**config.mk**
```make
export PLATFORM = sky130hd
export DESIGN_NAME = fp16_pair_swizzle
export DESIGN_NICKNAME = d
export VERILOG_FILES = /design/src/rtl/fp16_pair_swizzle_pkg.sv /design/src/rtl/fp16_narrow.sv /design/src/rtl/fp16_widen.sv /design/src/rtl/fp16_src_unpack.sv /design/src/rtl/fp16_imm_expand.sv /design/src/rtl/fp16_result_merge.sv /design/src/rtl/fp16_pair_swizzle.sv
export SDC_FILE = /design/constraint.sdc
export NUM_CORES = 1
export LEC_CHECK = 0
export BUFFER_PORTS_ARGS = -buffer_cell sky130_fd_sc_hd__buf_2
export CAP_MARGIN = 20
export CORE_MARGIN = 8
export CORE_UTILIZATION = 61
export DETAILED_ROUTE_END_ITERATION = 7
export GPL_TIMING_DRIVEN = 0
export PLACE_DENSITY = 0.88
export SLEW_MARGIN = 15
export SYNTH_ARGS = -nofsm -noshare
export SYNTH_HDL_FRONTEND = slang
export SYNTH_SLANG_ARGS = --single-unit
export TNS_END_PERCENT = 100
```
**constraint.sdc**
```tcl
create_clock -name clk -period 10.75 [get_ports clk]
set_clock_uncertainty 0.05 [all_clocks]
set_input_delay 0 -clock clk [delete_from_list [all_inputs] [get_ports clk]]
set_output_delay 0 -clock clk [all_outputs]
set_load 0.01 [all_outputs]
```
**src/rtl/fp16_pair_swizzle_pkg.sv**
```systemverilog
`timescale 1ns/1ps
package fp16_pair_swizzle_pkg;

  localparam int WORD_W = 32;
  localparam int LANE_W = WORD_W / 2;

  localparam logic [LANE_W-1:0] HALF_QNAN = 16'h7E00;
  localparam logic [WORD_W-1:0] WIDE_QNAN = 32'h7FC00000;

  typedef enum logic [1:0] {
    SRC_PAIR = 2'd0,
    SRC_WIDE = 2'd1,
    SRC_LOW  = 2'd2,
    SRC_HIGH = 2'd3
  } src_sel_e;

  typedef enum logic [1:0] {
    MRG_PAIR   = 2'd0,
    MRG_WIDE   = 2'd1,
    MRG_LOW_IN = 2'd2,
    MRG_HI_IN  = 2'd3
  } merge_e;

  typedef struct packed {
    logic [WORD_W-1:0] opa;
    logic [WORD_W-1:0] opb;
    logic [WORD_W-1:0] dst;
  } stage_t;

endpackage

```
**src/rtl/fp16_narrow.sv**
```systemverilog
`timescale 1ns/1ps
module fp16_narrow
  import fp16_pair_swizzle_pkg::*;
(
  input  logic [WORD_W-1:0] wide_in,
  output logic [LANE_W-1:0] half_out
);
  logic        sgn;
  logic [7:0]  ex;
  logic [22:0] man;
  logic [23:0] sig;
  logic [47:0] ext;
  logic [4:0]  sh;
  logic [23:0] kept;
  logic        guard, sticky, up;
  logic [15:0] mag;

  always_comb begin
    sgn    = wide_in[31];
    ex     = wide_in[30:23];
    man    = wide_in[22:0];
    sig    = {(ex != 8'd0), man};
    ext    = '0;
    sh     = '0;
    kept   = '0;
    guard  = 1'b0;
    sticky = 1'b0;
    up     = 1'b0;
    mag    = '0;
    if (ex == 8'hFF) begin
      half_out = (man != 23'd0) ? HALF_QNAN : {sgn, 15'h7C00};
    end else if (ex >= 8'd143) begin
      half_out = {sgn, 15'h7C00};
    end else if (ex >= 8'd113) begin
      guard    = man[12];
      sticky   = |man[11:0];
      up       = guard & (sticky | man[13]);
      mag      = {1'b0, 5'(ex - 8'd112), man[22:13]} + {15'd0, up};
      half_out = {sgn, mag[14:0]};
    end else if (ex >= 8'd102) begin
      sh       = 5'(8'd126 - ex);
      ext      = {sig, 24'd0} >> sh;
      kept     = ext[47:24];
      guard    = ext[23];
      sticky   = |ext[22:0];
      up       = guard & (sticky | kept[0]);
      mag      = kept[15:0] + {15'd0, up};
      half_out = {sgn, mag[14:0]};
    end else begin
      half_out = {sgn, 15'd0};
    end
  end
endmodule

```
**src/rtl/fp16_widen.sv**
```systemverilog
`timescale 1ns/1ps
module fp16_widen
  import fp16_pair_swizzle_pkg::*;
(
  input  logic [LANE_W-1:0] half_in,
  output logic [WORD_W-1:0] wide_out
);
  logic        sgn;
  logic [4:0]  hex;
  logic [9:0]  hm;
  logic [3:0]  lead;
  logic [23:0] norm;

  always_comb begin
    sgn  = half_in[15];
    hex  = half_in[14:10];
    hm   = half_in[9:0];
    lead = '0;
    for (int i = 0; i < 10; i++) begin
      if (hm[i]) lead = 4'(i);
    end
    norm = {1'b0, hm, 13'd0} << (4'd10 - lead);
    if (hex == 5'h1F) begin
      wide_out = (hm != 10'd0) ? WIDE_QNAN : {sgn, 8'hFF, 23'd0};
    end else if (hex == 5'd0) begin
      if (hm == 10'd0) wide_out = {sgn, 31'd0};
      else             wide_out = {sgn, 8'd103 + {4'd0, lead}, norm[22:0]};
    end else begin
      wide_out = {sgn, {3'd0, hex} + 8'd112, hm, 13'd0};
    end
  end
endmodule

```
**src/rtl/fp16_src_unpack.sv**
```systemverilog
`timescale 1ns/1ps
module fp16_src_unpack
  import fp16_pair_swizzle_pkg::*;
(
  input  logic [WORD_W-1:0] word,
  input  logic [1:0]        sel,
  input  logic              abs_en,
  input  logic              neg_en,
  output logic [WORD_W-1:0] pair
);
  logic [LANE_W-1:0] narrowed;
  logic [WORD_W-1:0] picked;
  src_sel_e          mode;

  fp16_narrow u_narrow (.wide_in(word), .half_out(narrowed));

  always_comb begin
    mode = src_sel_e'(sel);
    unique case (mode)
      SRC_PAIR: picked = word;
      SRC_WIDE: picked = {narrowed, narrowed};
      SRC_LOW:  picked = {word[LANE_W-1:0], word[LANE_W-1:0]};
      default:  picked = {word[WORD_W-1:LANE_W], word[WORD_W-1:LANE_W]};
    endcase
    pair = picked;
    if (abs_en) begin
      pair[LANE_W-1] = 1'b0;
      pair[WORD_W-1] = 1'b0;
    end
    if (neg_en) begin
      pair[LANE_W-1] = ~pair[LANE_W-1];
      pair[WORD_W-1] = ~pair[WORD_W-1];
    end
  end
endmodule

```
**src/rtl/fp16_imm_expand.sv**
```systemverilog
`timescale 1ns/1ps
module fp16_imm_expand
  import fp16_pair_swizzle_pkg::*;
#(
  parameter int IMM_W   = 9,
  parameter int IMM_POS = 6
) (
  input  logic [IMM_W-1:0]  field_lo,
  input  logic [IMM_W-1:0]  field_hi,
  input  logic              sgn_lo,
  input  logic              sgn_hi,
  input  logic              sgn_en,
  output logic [WORD_W-1:0] pair
);
  localparam int TOP_PAD = LANE_W - IMM_W - IMM_POS;

  logic [LANE_W-1:0] lane [2];
  logic [IMM_W-1:0]  fld  [2];
  logic              sgn  [2];

  assign fld[0] = field_lo;
  assign fld[1] = field_hi;
  assign sgn[0] = sgn_lo;
  assign sgn[1] = sgn_hi;

  for (genvar g = 0; g < 2; g++) begin : g_lane
    always_comb begin
      lane[g] = {{TOP_PAD{1'b0}}, fld[g], {IMM_POS{1'b0}}};
      if (sgn_en) lane[g][LANE_W-1] = sgn[g];
    end
  end

  assign pair = {lane[1], lane[0]};
endmodule

```
**src/rtl/fp16_result_merge.sv**
```systemverilog
`timescale 1ns/1ps
module fp16_result_merge
  import fp16_pair_swizzle_pkg::*;
(
  input  logic [WORD_W-1:0] res,
  input  logic [WORD_W-1:0] old,
  input  logic [1:0]        mode,
  output logic [WORD_W-1:0] dst
);
  logic [WORD_W-1:0] widened;
  merge_e            m;

  fp16_widen u_widen (.half_in(res[LANE_W-1:0]), .wide_out(widened));

  always_comb begin
    m = merge_e'(mode);
    unique case (m)
      MRG_PAIR:   dst = res;
      MRG_WIDE:   dst = widened;
      MRG_LOW_IN: dst = {old[WORD_W-1:LANE_W], res[LANE_W-1:0]};
      default:    dst = {res[WORD_W-1:LANE_W], old[LANE_W-1:0]};
    endcase
  end
endmodule

```
**src/rtl/fp16_pair_swizzle.sv**
```systemverilog
`timescale 1ns/1ps
module fp16_pair_swizzle
  import fp16_pair_swizzle_pkg::*;
#(
  parameter int IMM_W   = 9,
  parameter int IMM_POS = 6
) (
  input  logic              clk,
  input  logic              rst,
  input  logic              in_valid,
  output logic              in_ready,
  input  logic [31:0]       a_word,
  input  logic [1:0]        a_sel,
  input  logic              a_abs,
  input  logic              a_neg,
  input  logic [31:0]       b_word,
  input  logic [1:0]        b_sel,
  input  logic              b_abs,
  input  logic              b_neg,
  input  logic              b_from_imm,
  input  logic [IMM_W-1:0]  imm_lo,
  input  logic [IMM_W-1:0]  imm_hi,
  input  logic              imm_neg_lo,
  input  logic              imm_neg_hi,
  input  logic              imm_neg_en,
  input  logic [31:0]       res_pair,
  input  logic [31:0]       old_dst,
  input  logic [1:0]        merge_mode,
  output logic              out_valid,
  input  logic              out_ready,
  output logic [31:0]       out_a,
  output logic [31:0]       out_b,
  output logic [31:0]       out_dst
);
  localparam int N_SRC = 2;

  logic [WORD_W-1:0] s_word [N_SRC];
  logic [1:0]        s_sel  [N_SRC];
  logic              s_abs  [N_SRC];
  logic              s_neg  [N_SRC];
  logic [WORD_W-1:0] s_pair [N_SRC];
  logic [WORD_W-1:0] imm_pair;
  logic [WORD_W-1:0] merged;
  stage_t            nxt, held;
  logic              take;

  assign s_word[0] = a_word;  assign s_sel[0] = a_sel;
  assign s_abs[0]  = a_abs;   assign s_neg[0] = a_neg;
  assign s_word[1] = b_word;  assign s_sel[1] = b_sel;
  assign s_abs[1]  = b_abs;   assign s_neg[1] = b_neg;

  for (genvar g = 0; g < N_SRC; g++) begin : g_src
    fp16_src_unpack u_unpack (
      .word   (s_word[g]),
      .sel    (s_sel[g]),
      .abs_en (s_abs[g]),
      .neg_en (s_neg[g]),
      .pair   (s_pair[g])
    );
  end

  fp16_imm_expand #(.IMM_W(IMM_W), .IMM_POS(IMM_POS)) u_imm (
    .field_lo (imm_lo),
    .field_hi (imm_hi),
    .sgn_lo   (imm_neg_lo),
    .sgn_hi   (imm_neg_hi),
    .sgn_en   (imm_neg_en),
    .pair     (imm_pair)
  );

  fp16_result_merge u_merge (
    .res  (res_pair),
    .old  (old_dst),
    .mode (merge_mode),
    .dst  (merged)
  );

  always_comb begin
    nxt.opa = s_pair[0];
    nxt.opb = b_from_imm ? imm_pair : s_pair[1];
    nxt.dst = merged;
  end

  assign in_ready = !out_valid || out_ready;
  assign take     = in_valid && in_ready;

  always_ff @(posedge clk) begin
    if (rst) begin
      out_valid <= 1'b0;
      held      <= '0;
    end else begin
      if (in_ready) out_valid <= in_valid;
      if (take)     held      <= nxt;
    end
  end

  assign out_a   = held.opa;
  assign out_b   = held.opb;
  assign out_dst = held.dst;
endmodule

```
; ---- Word level (Yosys, flattened, before mapping)
; Cells that the tools add are included.
[op_classes]
addsub = 11
mul = 0
div_mod_pow = 0
magnitude_cmp = 6
n_eq_ne = 9
shifts = 3
muxes = 37
n_bitwise = 12
n_reduce_logical = 17
[ops]
columns = cell, n
row1 = case mux 32 bit (3 select lines), 3
row2 = two-way mux 32 bit, 3
row3 = >> shifter 48 x 5 -> 39 bit, 2
row4 = two-way mux 15 bit, 6
row5 = two-way mux 16 bit, 4
row6 = two-way mux 31 bit, 2
row7 = adder 15 x 1 -> 15 bit, 4
row8 = nonzero test 23 bit, 2
row9 = OR reduction 23 bit, 2
row10 = >= comparator 8 x 7 -> 1 bit (second input constant), 4
row11 = two-way mux 4 bit, 8
row12 = OR reduction 12 bit, 2
row13 = << shifter 23 x 4 -> 23 bit, 1
row14 = == test 8 bit (second input constant), 2
row15 = >= comparator 8 bit (second input constant), 2
row16 = nonzero test 8 bit, 2
row17 = two-way mux 1 bit, 11
row18 = zero test 10 bit, 1
row19 = nonzero test 10 bit, 1
row20 = subtractor 5 bit (first input constant), 2
row21 = subtractor 5 bit (second input constant), 2
row22 = adder 5 x 7 -> 8 bit (second input constant), 1
row23 = adder 7 x 4 -> 8 bit (first input constant), 1
row24 = == test 2 x 1 -> 1 bit (second input constant), 3
row25 = other kinds (11), 24
[word_totals]
reg_bits = 97
latch_bits = 0
ram_bits = 0
rom_bits = 0
in_bits = 164
out_inout_bits = 98
word_cells = 99
mem_count = 0

; ---- Logic depth before layout (Yosys ltp)
[logic_depth]
depth_word = 15
depth_mapped = 21
depth_no_buf = 16

; ---- Modules after synthesis
; From an unflattened synthesis, not the netlist that was laid out.
[hier_totals]
hier_cells = 1701
area_unflattened_um2 = 13944.6
[modules_own_cells]
columns = module, instances, cells_each, area_each_um2, seq_area_each_um2
row1 = fp16_pair_swizzle, 1, 404, 4116.4, 1941.9
row2 = fp16_narrow at g_src[1].u_unpack.u_narrow, 1, 369, 2947.8, 0.0
row3 = fp16_narrow at g_src[0].u_unpack.u_narrow, 1, 376, 2895.3, 0.0
row4 = fp16_src_unpack, 2, 128, 888.4, 0.0
row5 = fp16_widen, 1, 156, 1064.8, 0.0
row6 = fp16_result_merge, 1, 107, 902.1, 0.0
row7 = fp16_imm_expand, 1, 33, 241.5, 0.0

; ---- Worst setup path before layout
; OpenSTA, ideal clock, no wires.
[synth_timing]
path_kind = input to register
startpoint = input a_word[23]
endpoint = register held (netlist bit out_a[28])
setup_time_ps = 136
arrival_time_ps = 3564
required_time_ps = 10564
setup_slack_ps = 7000
stages = 17
path_buffers = 5
path_cell_list = buf_6 -> buf_4 -> buf_6 -> buf_2 -> inv_1 -> ha_1 -> buf_4 -> inv_1 -> mux4_2 -> or4_1 -> nand2_1 -> ha_1 -> a21boi_1 -> nand4_1 -> xor2_1 -> a21oi_1 -> a211oi_1
[synth_via]
elab_chain_cells = 11
word_cells_on_any_way = 18
classes_between = add/sub (4) / order compare (3) / eq/ne (1) / shift (1) / mux (5) / bitwise (2) / reduce/logical (2)
[synth_rtl]
columns = item, line
row1 = from (decl), fp16_pair_swizzle.sv:12  ; input logic [31:0] a_word,
row2 = subtractor 5 bit / nonzero test 8 bit (equally long branches), "fp16_narrow.sv:41, fp16_narrow.sv:22"
row3 = >> shifter 48 x 5 -> 39 bit, fp16_narrow.sv:42  ; ext = {sig, 24'd0} >> sh;
row4 = OR reduction 23 bit, fp16_narrow.sv:45  ; sticky = |ext[22:0];
row5 = OR 1 bit, fp16_narrow.sv:46  ; up = guard & (sticky | kept[0]);
row6 = AND 1 bit, fp16_narrow.sv:46
row7 = adder 15 x 1 -> 15 bit, fp16_narrow.sv:47  ; mag = kept[15:0] + {15'd0, up};
row8 = two-way mux 15 bit, fp16_narrow.sv:40  ; end else if (ex >= 8'd102) begin
row9 = two-way mux 15 bit, fp16_narrow.sv:34  ; end else if (ex >= 8'd113) begin
row10 = two-way mux 15 bit, fp16_narrow.sv:32  ; end else if (ex >= 8'd143) begin
row11 = two-way mux 16 bit (*), fp16_narrow.sv:30  ; if (ex == 8'hFF) begin
row12 = case mux 32 bit (3 select lines) (*), fp16_src_unpack.sv:19  ; unique case (mode)
row13 = to (signal assigned), fp16_pair_swizzle.sv:93  ; if (take) held <= nxt;
row14 = to (decl), fp16_pair_swizzle.sv:44  ; stage_t nxt, held;
; Mark *: on every way between the ends. The rest lies on a longest branch, timed or not.
; A chain may end at the register's enable or synchronous reset.

; ---- Final worst setup path
[layout_timing]
startpoint = input a_word[23]
endpoint = register held (netlist bit out_a[10])
; Same word-level chain as after synthesis.

==> summary.md <==
| Metric | Value |
|---|---|
| Outcome | `complete, but fails checks` |
| Failing checks | `DRC` |
| Die height | `154.3 um` |
| Vias in the first global route | `14,830` |
| Dominant cell type by area after synthesis | `dfxtp_1` |
| Max-slew violation count | `0` |
| RD Place Congestion | `1.033` |
| Final Hold Fails | `0` |
| CP required | `10.91 ns` |
| Syn nets | `1,698` |
| Crit path launch | `a_word[23]` |
| TNS Setup | `0 ns` |
| Clk root buf | `clkbuf_16` |
| CP delay by family, top | `buffers and inverters` |
| PwrDens | `104.7 nW/um^2` |
| Crit path kind | `in -> reg` |
| R2r startpoint | `out_valid` |
| Maximum clock rate | `212.2 MHz` |
| CP Depth | `21` |
| Ys async rst share | `0` |
| Die W | `154.3 um` |
| Hold Slack | `0.02189 ns` |
| Fillers | `1,423` |
| Worst-margin pin slew | `0.8485 ns` |
| Tcrit/Tclk final | `0.4385` |
| IO buf count | `243` |
| CP arrival | `4.87 ns` |
| Startpoint Class | `input port` |
| Buf/Inv on CP | `9` |
| Worst reg-to-reg setup slack | `7.36 ns` |
| Post-synthesis average cell area | `7.699 sq um` |
| Clock Latency Late Sink | `0.35 ns` |
| Cts bufs inserted | `9` |
| Routed wire length | `54,400 um` |
| CTS tree | `yes` |
| Initial antenna violation count | `2` |
| Congestion Overflow GR | `0` |
| Routed len/inst | `26.51 um` |
| Hold Crit Class | `in -> reg` |
| Post-synthesis sequential area ratio | `0.1664` |
| Fin cells | `2,052` |
| Area grow syn2layout | `19.25%` |
| Flops & latches, synth | `97` |
| CP max-delay cell | `a21boi_1` |
| CTS Sinks | `97` |
| GRT Util Overall | `0.4374` |
| Row count | `50` |
| N_diodes | `0` |
| R2R cell count | `8` |
| Static Leak | `5.618 nW` |
| Total number of vias | `15,220` |
| Final setup vio count | `0` |
| RSZ-0062 raised after global routing | `false` |
| Synth top area share | `0.1664` |
| Share of layout cells above drive strength 1 | `0.2332` |
| DRT Pass-1 Iters | `8` |
| Residual DRC | `36` |
| CP max FO | `10` |
| CP Cell Sequence | `buf_2 -> buf_6 -> buf_4 -> buf_6 -> buf_2 -> inv_1 -> ha_1 -> buf_4 -> buf_4 -> buf_2 -> nand3_1 -> o21ai_0 -> mux4_2 -> nand3_1 -> nand2_1 -> ha_1 -> a21boi_1 -> nand4_1 -> xnor2_1 -> a21oi_1 -> a211oi_1` |
| Largest net degree at the start of global routing | `19` |
| Clock-pin slew on the worst setup and hold paths | `0.08 ns` |
| CP Capture Type | `register` |
| DRT antenna net count | `0` |
| Post-CTS setup buffers | `0` |
| DRT iter0 DRCs | `2,095` |
| Cell Area, Synth | `11,670 sq um` |
| Starting Density | `0.6219` |
| Final nets | `1,995` |
| Synthesized instance count | `1,516` |
| Main area contributors after synthesis | `dfxtp_1, mux4_2, mux2i_1, nor2_1, mux2_2` |
| Max VDD drop | `0.00009125 V` |
| Netlist cell types | `107` |
| Final min period | `4.713 ns` |
| Post-synth top flop | `dfxtp_1` |
| Longest Clk Path Bufs | `2` |
| H-tree levels | `3` |
| IO Count | `262` |
| Critical Path Sink | `out_a[10]` |
| Crit-path max cell delay | `0.49 ns` |
| Reported max-cap violation count | `0` |
| Reg-to-reg endpoint | `out_dst[10]` |
| Max-slew headroom | `0.4344` |
| DP Wirelength | `39,930 um` |
| YS warnings | `0` |
| Core ar. | `18,770 sq um` |
| Die area | `23,810 sq um` |
| Post-synth EDFFs | `0` |
| Cells after DPL | `1,993` |
| DR vias/cell | `7.417` |
| First-pass GRT wire length | `83,500 um` |
-- area by class of cell --
cell class | count | area [sq um] | share of cell area
flip-flops and latches | 97 | 1942 | 0.1395
plain buffers | 139 | 655.6 | 0.04711
clock buffers | 9 | 225.2 | 0.01618
well taps | 234 | 292.8 | 0.02104
multi-input cells | 1255 | 8980 | 0.6452
inverters | 25 | 93.84 | 0.006742
repair buffers | 286 | 1647 | 0.1183
clock inverters | 7 | 82.58 | 0.005933
-- cells in the final DEF, fill, tap and decap left out, drive strengths merged, types with 13 or more instances in the layout --
| cell | count |
|---|---|
| nor3 | 54 |
| mux2i | 81 |
| a211oi | 35 |
| a21oi | 90 |
| nor2 | 161 |
| clkbuf | 101 |
| xor2 | 29 |
| xnor2 | 30 |
| and3 | 17 |
| a221oi | 35 |
| mux4 | 40 |
| mux2 | 54 |
| nor4 | 23 |
| dfxtp | 97 |
| nand4 | 18 |
| and2 | 13 |
| dlygate4sd3 | 43 |
| ha | 18 |
| a31oi | 30 |
| o21ai | 90 |
| a311oi | 18 |
| o211ai | 22 |
| nand2b | 16 |
| nand2 | 152 |
| nand3 | 53 |
| buf | 290 |
| inv | 28 |
-- what timing repair did --
action                                  in CTS  in global routing
hold buffers                                43                  0
gates resized for setup                      0                  0
hold endpoints to repair                    36                  0
endpoints found under the setup margin       0                  0
-- routing by layer --
| metal | GRT usage | routed length (um) |
|---|---|---|
| met1 | 0.5007 | 18470 |
| met2 | 0.6813 | 23430 |
| met3 | 0.1480 | 7950 |
| met4 | 0.3014 | 4551 |
| met5 | 0 | 0 |
-- flip-flops by register name (all words and copies together), names as in the netlist --
| signal | flops |
|---|---|
| out_b | 32 |
| out_a | 32 |
| out_valid | 1 |
| out_dst | 32 |
-- synthesized netlist by cell type (all sizes together), types with 7 or more instances --
library cell and number:
a311oi 18, inv 24, a221oi 35, nand2b 16, nand4 18, nand3 53
nor2b 10, buf 47, ha 18, mux2 54, or3 11, o31ai 8
nand2 152, dfxtp 97, nor4 23, nor3 54, a21boi 7, a21oi 90
xnor2 30, nor2 161, clkbuf 92, and2 13, a211oi 35, a31oi 30
a22oi 7, nor3b 9, xor2 29, mux4 40, o21a 9, o22ai 8
mux2i 81, or2 8, o21ai 90, and3 17, o211ai 22
-- stage by stage --
stage	utilization	cell area (sq um)	worst slack (ns)	power [W]
after CTS	0.7416	13920	6.265	0.001405
after global routing	0.7416	13920	5.754	0.001502
final	0.7416	13920	6.037	0.001457
after detailed placement	0.7023	13180	5.918	0.001055
after floorplan	-	11670	7.000	0.0008342
after global placement	0.7023	13180	5.936	0.001048
-- how the worst min path moves through the flow --
stage                        to  slack (ns)   startpoint  cells past startpoint
floorplan             out_valid        0.08     in_valid                      2
detailed placement    out_valid        0.23     in_valid                      3
finish                out_b[12]        0.02    imm_lo[6]                      5
global route          out_b[13]        0.04    imm_lo[7]                      4
CTS                 out_dst[15]       0.006  old_dst[15]                      3
global placement      out_valid        0.20     in_valid                      3
-- cells by family (layout without fill, tap and decap cells) --
group,after synthesis,after routing,share of synthesized area
AOI/OAI and AO/OA,439,439,0.2631
xor gates and xnor gates,59,59,0.05103
adders and majority gates,18,18,0.01930
buffers and inverters,164,466,0.06422
DFF,97,97,0.1664
muxes,175,175,0.2000
and+or+nand+nor,564,564,0.2360
-- worst register-to-register path, stage by stage (launching register included) --
cell	delay, ns
dfxtp_1	0.33
nand2b_1	0.09
nand2_1	0.15
clkbuf_1	0.54
clkbuf_1	0.59
buf_1	0.65
a221oi_1	0.10
dlygate4sd3_1	0.61
nor3_1	0.20
-- power breakdown --
group	switching (W)	internal, W
Sequential	0.0000210	0.000387
Combinational	0.000437	0.000259
Clock	0.000167	0.000185
No activity file was read; power rests on OpenSTA's default activity.
